`src/rtl/pixrx_pkg.sv`:
```
package pixrx_pkg;

  localparam int PIX_W  = 18;
  localparam int COMP_W = 6;

  typedef enum logic [1:0] {
    BUS_W18 = 2'b00,
    BUS_W16 = 2'b01,
    BUS_W6  = 2'b10,
    BUS_OFF = 2'b11
  } busMode_e;

  // strobes from the frame controller to the unpacker
  typedef struct packed {
    logic     lineStart;
    logic     beatEn;
    busMode_e mode;
  } rxCtl_t;

endpackage

```
`src/rtl/pixrx_frame_ctl.sv`:
```
module pixrx_frame_ctl
  import pixrx_pkg::*;
#(
  parameter int MAX_DISP  = 320,
  parameter int PORCH_MIN = 2,
  parameter int PORCH_MAX = 14,
  parameter int PORCH_SUM = 16,
  parameter int ROW_W     = 9,
  parameter int LINE_W    = 10
) (
  input  logic             clk,
  input  logic             rstN,
  input  logic [1:0]       modeIn,
  input  logic             vsyncIn,
  input  logic             hsyncIn,
  input  logic             enableIn,
  output rxCtl_t           ctl,
  output logic [ROW_W-1:0] rowIdx,
  output logic             timingErr
);

  localparam logic [LINE_W-1:0] CNT_MAX   = '1;
  localparam logic [LINE_W-1:0] LIM_LO    = LINE_W'(PORCH_MIN);
  localparam logic [LINE_W-1:0] LIM_HI    = LINE_W'(PORCH_MAX);
  localparam logic [LINE_W-1:0] DISP_HI   = LINE_W'(MAX_DISP);
  localparam logic [LINE_W:0]   SUM_REQ   = (LINE_W+1)'(PORCH_SUM);
  localparam logic [LINE_W-1:0] ROW_CLAMP = LINE_W'((1 << ROW_W) - 1);

  busMode_e modeSel;
  logic frameSeen, lineOpen, lineHadEn, timingErrQ;
  logic [LINE_W-1:0] bpCnt, dispCnt, fpCnt;
  logic [LINE_W-1:0] bpFin, dispFin, fpFin;
  logic closeBp, closeDisp, closeFp, frameBad;

  function automatic logic [LINE_W-1:0] satInc(input logic [LINE_W-1:0] v, input logic inc);
    return (inc && v != CNT_MAX) ? v + 1'b1 : v;
  endfunction

  assign modeSel = busMode_e'(modeIn);

  // classify the line that a sync pulse closes
  always_comb begin
    closeDisp = lineOpen & lineHadEn;
    closeBp   = lineOpen & ~lineHadEn & (dispCnt == '0);
    closeFp   = lineOpen & ~lineHadEn & (dispCnt != '0);
    bpFin     = satInc(bpCnt, closeBp);
    dispFin   = satInc(dispCnt, closeDisp);
    fpFin     = satInc(fpCnt, closeFp);
    frameBad  = (bpFin < LIM_LO) || (bpFin > LIM_HI) ||
                (fpFin < LIM_LO) || (fpFin > LIM_HI) ||
                (({1'b0, bpFin} + {1'b0, fpFin}) != SUM_REQ) ||
                (dispFin > DISP_HI);
  end

  always_ff @(posedge clk or negedge rstN) begin
    if (!rstN) begin
      frameSeen  <= 1'b0;
      lineOpen   <= 1'b0;
      lineHadEn  <= 1'b0;
      timingErrQ <= 1'b0;
      bpCnt      <= '0;
      dispCnt    <= '0;
      fpCnt      <= '0;
    end else if (vsyncIn) begin
      if (frameSeen) timingErrQ <= frameBad;
      frameSeen <= 1'b1;
      bpCnt     <= '0;
      dispCnt   <= '0;
      fpCnt     <= '0;
      lineOpen  <= hsyncIn;
      lineHadEn <= hsyncIn & enableIn;
    end else if (hsyncIn) begin
      bpCnt     <= bpFin;
      dispCnt   <= dispFin;
      fpCnt     <= fpFin;
      lineOpen  <= 1'b1;
      lineHadEn <= enableIn;
    end else if (enableIn && lineOpen) begin
      lineHadEn <= 1'b1;
    end
  end

  always_comb begin
    ctl.lineStart = vsyncIn | hsyncIn;
    ctl.beatEn    = enableIn & (modeSel != BUS_OFF);
    ctl.mode      = modeSel;
    rowIdx        = (dispCnt > ROW_CLAMP) ? ROW_CLAMP[ROW_W-1:0] : dispCnt[ROW_W-1:0];
  end

  assign timingErr = timingErrQ;

  // the verdict only moves on a frame boundary
  assert_err_hold_R8: assert property (@(posedge clk) disable iff (!rstN)
    !vsyncIn |=> $stable(timingErr));

  // the first frame boundary after reset never raises the flag
  assert_first_vsync_clean_R9: assert property (@(posedge clk) disable iff (!rstN)
    (vsyncIn && !frameSeen) |=> !timingErr);

  // row numbering restarts at a frame boundary
  assert_row_restart_R6: assert property (@(posedge clk) disable iff (!rstN)
    (vsyncIn && !hsyncIn) |=> (rowIdx == '0));

  // porch counters cleared at the frame boundary
  assert_porch_clear_R7: assert property (@(posedge clk) disable iff (!rstN)
    vsyncIn |=> (bpCnt == '0 && fpCnt == '0));

endmodule

```
`src/rtl/pixrx_unpack.sv`:
```
module pixrx_unpack
  import pixrx_pkg::*;
#(
  parameter int ROW_W = 9,
  parameter int COL_W = 10
) (
  input  logic             clk,
  input  logic             rstN,
  input  rxCtl_t           ctl,
  input  logic [PIX_W-1:0] busData,
  input  logic [ROW_W-1:0] rowIdx,
  output logic             pixValid,
  output logic [PIX_W-1:0] pixData,
  output logic [ROW_W-1:0] pixRow,
  output logic [COL_W-1:0] pixCol
);

  localparam int BEATS_6 = 3;
  localparam logic [1:0] LAST_BEAT = 2'(BEATS_6 - 1);

  logic [1:0]        beatQ, beatCur;
  logic [COMP_W-1:0] redHold, grnHold;
  logic [COL_W-1:0]  colQ, colCur;
  logic [PIX_W-1:0]  pixNext;
  logic              emit;

  always_comb begin
    beatCur = ctl.lineStart ? 2'd0 : beatQ;
    colCur  = ctl.lineStart ? '0 : colQ;
    emit    = 1'b0;
    pixNext = busData;
    case (ctl.mode)
      BUS_W18: begin
        emit    = ctl.beatEn;
        pixNext = busData;
      end
      BUS_W16: begin
        emit    = ctl.beatEn;
        pixNext = {busData[17:13], busData[17], busData[11:6], busData[5:1], busData[5]};
      end
      BUS_W6: begin
        emit    = ctl.beatEn && (beatCur == LAST_BEAT);
        pixNext = {redHold, grnHold, busData[17:12]};
      end
      BUS_OFF: begin
        emit = 1'b0;
      end
      default: emit = 1'b0;
    endcase
  end

  always_ff @(posedge clk or negedge rstN) begin
    if (!rstN) begin
      beatQ    <= '0;
      redHold  <= '0;
      grnHold  <= '0;
      colQ     <= '0;
      pixValid <= 1'b0;
      pixData  <= '0;
      pixRow   <= '0;
      pixCol   <= '0;
    end else begin
      pixValid <= emit;
      if (emit) begin
        pixData <= pixNext;
        pixRow  <= rowIdx;
        pixCol  <= colCur;
      end
      colQ <= emit ? colCur + 1'b1 : colCur;
      if (ctl.mode != BUS_W6) begin
        beatQ <= '0;
      end else if (ctl.beatEn) begin
        if (beatCur == 2'd0) redHold <= busData[17:12];
        if (beatCur == 2'd1) grnHold <= busData[17:12];
        beatQ <= (beatCur == LAST_BEAT) ? 2'd0 : beatCur + 2'd1;
      end else begin
        beatQ <= beatCur;
      end
    end
  end

  // full-width beat passes straight through one cycle later
  assert_pass_through_R1: assert property (@(posedge clk) disable iff (!rstN)
    (ctl.beatEn && ctl.mode == BUS_W18) |=> (pixValid && pixData == $past(busData)));

  // widened components repeat their top bit
  assert_widen_R2: assert property (@(posedge clk) disable iff (!rstN)
    (ctl.beatEn && ctl.mode == BUS_W16) |=>
      (pixValid && pixData[12] == pixData[17] && pixData[0] == pixData[5]));

  // a beat at a line start is red and cannot complete a pixel
  assert_triplet_restart_R3: assert property (@(posedge clk) disable iff (!rstN)
    (ctl.lineStart && ctl.beatEn && ctl.mode == BUS_W6) |=> !pixValid);

  // disabled width code emits nothing
  assert_off_silent_R4: assert property (@(posedge clk) disable iff (!rstN)
    (ctl.mode == BUS_OFF) |=> !pixValid);

  // first pixel of a line sits in column zero
  assert_col_restart_R5: assert property (@(posedge clk) disable iff (!rstN)
    (ctl.lineStart && ctl.beatEn && ctl.mode == BUS_W18) |=> (pixCol == '0));

endmodule

```
`src/rtl/pixel_bus_rx.sv`:
```
module pixel_bus_rx
  import pixrx_pkg::*;
#(
  parameter int MAX_DISP  = 320,
  parameter int PORCH_MIN = 2,
  parameter int PORCH_MAX = 14,
  parameter int PORCH_SUM = 16,
  parameter int COL_W     = 10,
  localparam int ROW_W    = $clog2(MAX_DISP),
  localparam int LINE_W   = $clog2(MAX_DISP + 2 * PORCH_MAX) + 1
) (
  input  logic             clk,
  input  logic             rstN,
  input  logic [1:0]       busMode,
  input  logic             vsyncIn,
  input  logic             hsyncIn,
  input  logic             enableIn,
  input  logic [17:0]      busData,
  output logic             pixValid,
  output logic [17:0]      pixData,
  output logic [ROW_W-1:0] pixRow,
  output logic [COL_W-1:0] pixCol,
  output logic             timingErr
);

  rxCtl_t           ctl;
  logic [ROW_W-1:0] rowIdx;

  pixrx_frame_ctl #(
    .MAX_DISP (MAX_DISP),
    .PORCH_MIN(PORCH_MIN),
    .PORCH_MAX(PORCH_MAX),
    .PORCH_SUM(PORCH_SUM),
    .ROW_W    (ROW_W),
    .LINE_W   (LINE_W)
  ) uCtl (
    .clk      (clk),
    .rstN     (rstN),
    .modeIn   (busMode),
    .vsyncIn  (vsyncIn),
    .hsyncIn  (hsyncIn),
    .enableIn (enableIn),
    .ctl      (ctl),
    .rowIdx   (rowIdx),
    .timingErr(timingErr)
  );

  pixrx_unpack #(
    .ROW_W(ROW_W),
    .COL_W(COL_W)
  ) uUnpack (
    .clk     (clk),
    .rstN    (rstN),
    .ctl     (ctl),
    .busData (busData),
    .rowIdx  (rowIdx),
    .pixValid(pixValid),
    .pixData (pixData),
    .pixRow  (pixRow),
    .pixCol  (pixCol)
  );

endmodule

```
`config.mk`:
```
export PLATFORM = sky130hd
export DESIGN_NAME = pixel_bus_rx
export DESIGN_NICKNAME = d
export VERILOG_FILES = /design/src/rtl/pixrx_pkg.sv /design/src/rtl/pixrx_frame_ctl.sv /design/src/rtl/pixrx_unpack.sv /design/src/rtl/pixel_bus_rx.sv
export SDC_FILE = /design/constraint.sdc
export NUM_CORES = 1
export LEC_CHECK = 0
export BUFFER_PORTS_ARGS = -buffer_cell sky130_fd_sc_hd__clkbuf_2
export CAP_MARGIN = 0
export CORE_AREA = 2 2 137 106
export CTS_BUF_LIST = sky130_fd_sc_hd__clkbuf_16
export DETAILED_ROUTE_END_ITERATION = 7
export DIE_AREA = 0 0 139 108
export PLACE_DENSITY = 0.64
export SKIP_CTS_REPAIR_TIMING = 1
export SYNTH_ARGS = -nofsm -noshare
export SYNTH_HDL_FRONTEND = slang
export SYNTH_HIERARCHICAL = 1
export SYNTH_SLANG_ARGS = --single-unit
export TNS_END_PERCENT = 5
```
`constraint.sdc`:
```
create_clock -name clk -period 4.2 [get_ports clk]
set_input_delay 1.26 -clock clk [delete_from_list [all_inputs] [get_ports clk]]
set_output_delay 1.26 -clock clk [all_outputs]
set_load 0.01 [all_outputs]
```
==> key figures <==
Synth
  – Synth area leaders: dfrtp_1 (40%), nand2_1 (5.8%), ha_1 (3.7%), o21ai_0 (3.6%), xor2_1 (3.6%)
  – Syn Inst Count: 665
  – Seq/Total Area, Yosys: 39.7%
  – Synth cell types: 81
  – Yosys top cell area share: 39.7%
  – Post-Synth Simple-Gate Area: 24.1%
  – Async S/R FF share, synth: 100%
  – Post-Synth XOR/XNOR Area: 6.51%
  – Ys flop type: dfrtp_1
  – Largest family of logic cells by synthesized area: simple AND/OR/NAND/NOR gates
  – Post-Syn Area per Cell: 9.11 µm²
  – Post-synthesis cell area: 6060 µm²
  – Mux cell area share after synthesis: 3.28%
  – Cell taking the most area after synthesis: dfrtp_1
  – Syn. warnings: 6
  – Synth Register Bits: 96
  – Adder-cell area share of the yosys netlist: 3.72%
  – Number of synthesized flops with an enable pin: 0
  – Synth Area in Compound Gates: 16.8%
  – Syn nets: 708

Pwr
  – Psw: 0.000584 W
  – Power share of the clock group: 41.0%
  – Flop pwr share: 44.2%
  – VDD IR-drop max: 0.000440 V
  – P_int: 0.00171 W
  – PwrDens: 308 nW/µm²
  – P_leak: 3.53 nW
  – Total power: 0.00229 W
  – Switching Fraction: 25.5%
  – Combinational Power Share: 14.8%

Routing
  – Post-DR vias/cell: 5.52
  – Vias: 5368
  – Drt wl/cell: 16.1 µm
  – 1st-iter DRT viols: 394
  – DRT Pass-1 Iters: 5
  – Routed Antenna Nets: 0
  – Number of remaining DRC errors: 0
  – Final WL: 15.7 mm
  – Highest routed metal layer: met4
  – WL met2: 6.86 mm
  – Met1 WL: 7.96 mm
  – Met3 Wirelength: 698 µm

Place
  – DP HPWL: 11.6 mm
  – Dpl ws: -0.410 ns
  – Area after DPL: 7060 µm²
  – Routability congestion estimate: 0.930
  – Port bufs: 63

STA
  – Final worst path period share: 107%
  – Final hold violation count: 0
  – Setup violations, final: 1
  – Setup ws final: -0.291 ns
  – Final Skew: 0.00484 ns
  – Max Clock Freq: 223 MHz
  – Tmin final: 4.49 ns
  – RSZ-0062 raised after global routing: true
  – Slew Limit Headroom: 28.2%
  – Tightest Pin Transition: 1.08 ns
  – Max-slew violation count: 0

Final layout
  – Design Area, Final: 7450 µm²
  – P&R area growth vs syn: 23.0%
  – Share of cells above drive strength 1: 30.7%
  – Fill cell total of the finished layout: 1270
  – Fin nets: 835
  – Antenna Cells: 0
  – Post-layout util: 55.1%

Setup path
  – Critical Path End Type: flop
  – CP arrival: 4.71 ns
  – WS Path Type: reg2reg
  – R2r worst-path depth: 18
  – Crit path max fanout: 6
  – Req. time, crit path: 4.42 ns
  – Startpoint class of the critical path: flop

Min path
  – WHS Path Cells: 2
  – Class of the worst hold path: reg2reg

CTS
  – CTS max path bufs: 2
  – Clock Tree Root: clkbuf_16
  – Clock Latency Late Sink: 0.34 ns
  – TritonCTS clock tree: built
  – CTS clk-pin slew, worst paths: 0.07 ns
  – Clk sinks: 96
  – CTS buffer count: 9
  – H-tree levels: 3

Die
  – Core box area: 13500 µm²
  – Die outline height: 108 µm
  – Site Rows: 37
  – Starting density of the core: 44.8%
  – I/O pin total: 64
  – Die span in x: 139 µm
  – Die Area: 15000 µm²

GRT
  – Total Routing Usage GR: 21.3%
  – Total grt overflow: 0
  – First-pass GRT wire length: 25.9 mm
  – Pin count of the biggest net entering global routing: 84
  – Vias in the first global route: 5215
  – Initial antenna violation count: 0

Run status
  – Outcome: complete, but fails checks
  – Failing checks: negative setup slack

Job
  – Max-cap violations: 0
-- final timing paths --
path / start / to / slack (ns)
max in group asynchronous: rstN / uUnpack/pixCol[2]$_DFFE_PN0P_ / 2.26
worst min register to register: uUnpack/pixCol[9]$_DFFE_PN0P_ / uUnpack/pixCol[9]$_DFFE_PN0P_ / 0.48
worst max-delay path: uCtl/dispCnt[1]$_DFFE_PN0P_ / uCtl/timingErr$_DFFE_PN0P_ / -0.29
worst max register to register: uCtl/dispCnt[1]$_DFFE_PN0P_ / uCtl/timingErr$_DFFE_PN0P_ / -0.29
worst min-delay path: uUnpack/pixCol[9]$_DFFE_PN0P_ / uUnpack/pixCol[9]$_DFFE_PN0P_ / 0.48
min in group asynchronous: rstN / uCtl/timingErr$_DFFE_PN0P_ / 1.08
-- critical path: stages, from the launching register on --
cell	delay, ns
dfrtp_1	0.40
inv_2	0.07
ha_4	0.13
or4b_4	0.50
o31ai_4	0.39
buf_4	0.21
nor3_1	0.06
nand2b_1	0.12
xnor2_1	0.07
ha_1	0.19
or3_1	0.37
a311oi_1	0.26
nand3_1	0.12
nor4_2	0.24
or4b_4	0.50
a2111oi_4	0.22
o2111ai_2	0.19
a2111oi_4	0.22
a31oi_1	0.12
-- sequential cells by signal, indices dropped and copies added, names as in the netlist, 2 cells and up --
signal,flops
uCtl/bpCnt,10
uCtl/dispCnt,10
uCtl/fpCnt,10
uUnpack/beatQ,2
uUnpack/colQ,10
uUnpack/grnHold,6
uUnpack/pixCol,10
uUnpack/pixData,18
uUnpack/pixRow,9
uUnpack/redHold,6
-- power by group through the flow --
stage	Combinational [W]	Sequential, W	Clock [W]
after CTS	0.000335	0.00101	0.000967
after floorplan	0.000172	0.00104	0
after global placement	0.000327	0.00103	0
final	0.000340	0.00101	0.000940
after global routing	0.000379	0.00102	0.00100
after detailed placement	0.000332	0.00103	0
-- synthesized netlist by cell type (3+ instances only) --
master	instances
dfrtp_1	96
nand2_1	93
nor2_1	45
o21ai_0	44
xor2_1	25
a21oi_1	24
clkbuf_1	21
or2_2	20
xnor2_1	20
a22oi_1	19
nand3_1	19
ha_1	18
inv_1	16
mux2_2	15
nand4_1	14
nor3_1	14
or3_1	14
buf_2	11
nor4_1	10
nand2b_1	8
a21boi_0	6
nor2b_1	6
o211ai_1	6
a211oi_1	5
a31oi_1	5
and3_1	5
a21o_1	3
and4_1	3
and4_2	3
buf_6	3
clkbuf_8	3
mux2i_1	3
nand3b_1	3
o21ai_1	3
-- cells in the final DEF (no fill, tap or decap), types with 5 or more instances in the layout --
master and instances:
o211ai_1 6, inv_1 14, a21boi_0 6, nand2b_1 8, nor3_1 14, o21ai_0 44
ha_1 16, nand4_1 14, xor2_1 25, nor4_1 7, mux2_2 15, or3_1 14
nor2b_1 6, xnor2_1 20, dfrtp_1 96, a31oi_1 5, clkbuf_16 9, nor2_1 44
a22oi_1 19, buf_4 97, nand2_1 93, nand3_1 19, a211oi_1 5, and3_1 5
a21oi_1 24, or2_2 20, clkbuf_2 62
-- routing by layer --
layer	vias to the layer above	GRT usage [%]
met4	0	4.62
met5	-	0
met1	2589	32.0
met2	131	32.2
met3	20	3.94
li1	2628	-
-- final cells by class --
type	instances	area (µm²)	share of cell area (%)
clock buffers	9	225	3.02
clock inverters	7	115	1.54
inverters	17	63.8	0.856
multi-input cells	509	3390	45.5
flip-flops and latches	96	2400	32.2
well taps	175	219	2.94
repair buffers	159	1040	13.9
-- cell families after synthesis --
kind of cell / Yosys count
muxes: 18
AOI/OAI and AO/OA: 149
adders and majority gates: 18
and+or+nand+nor: 279
xor gates and xnor gates: 45
buffers and inverters: 60
DFF: 96
-- stage by stage --
stage | TNS (ns) | hold slack (ns) | std cells
2_1_floorplan | -0.110 | 0.461 | 665
3_3_place_gp | -0.259 | 0.460 | 955
3_5_place_dp | -0.410 | 0.464 | 955
4_1_cts | -0.452 | 0.486 | 971
5_1_grt | -0.517 | 0.505 | 972
6_report | -0.291 | 0.482 | 972
Note: power is estimated with default switching activity, not from simulation.
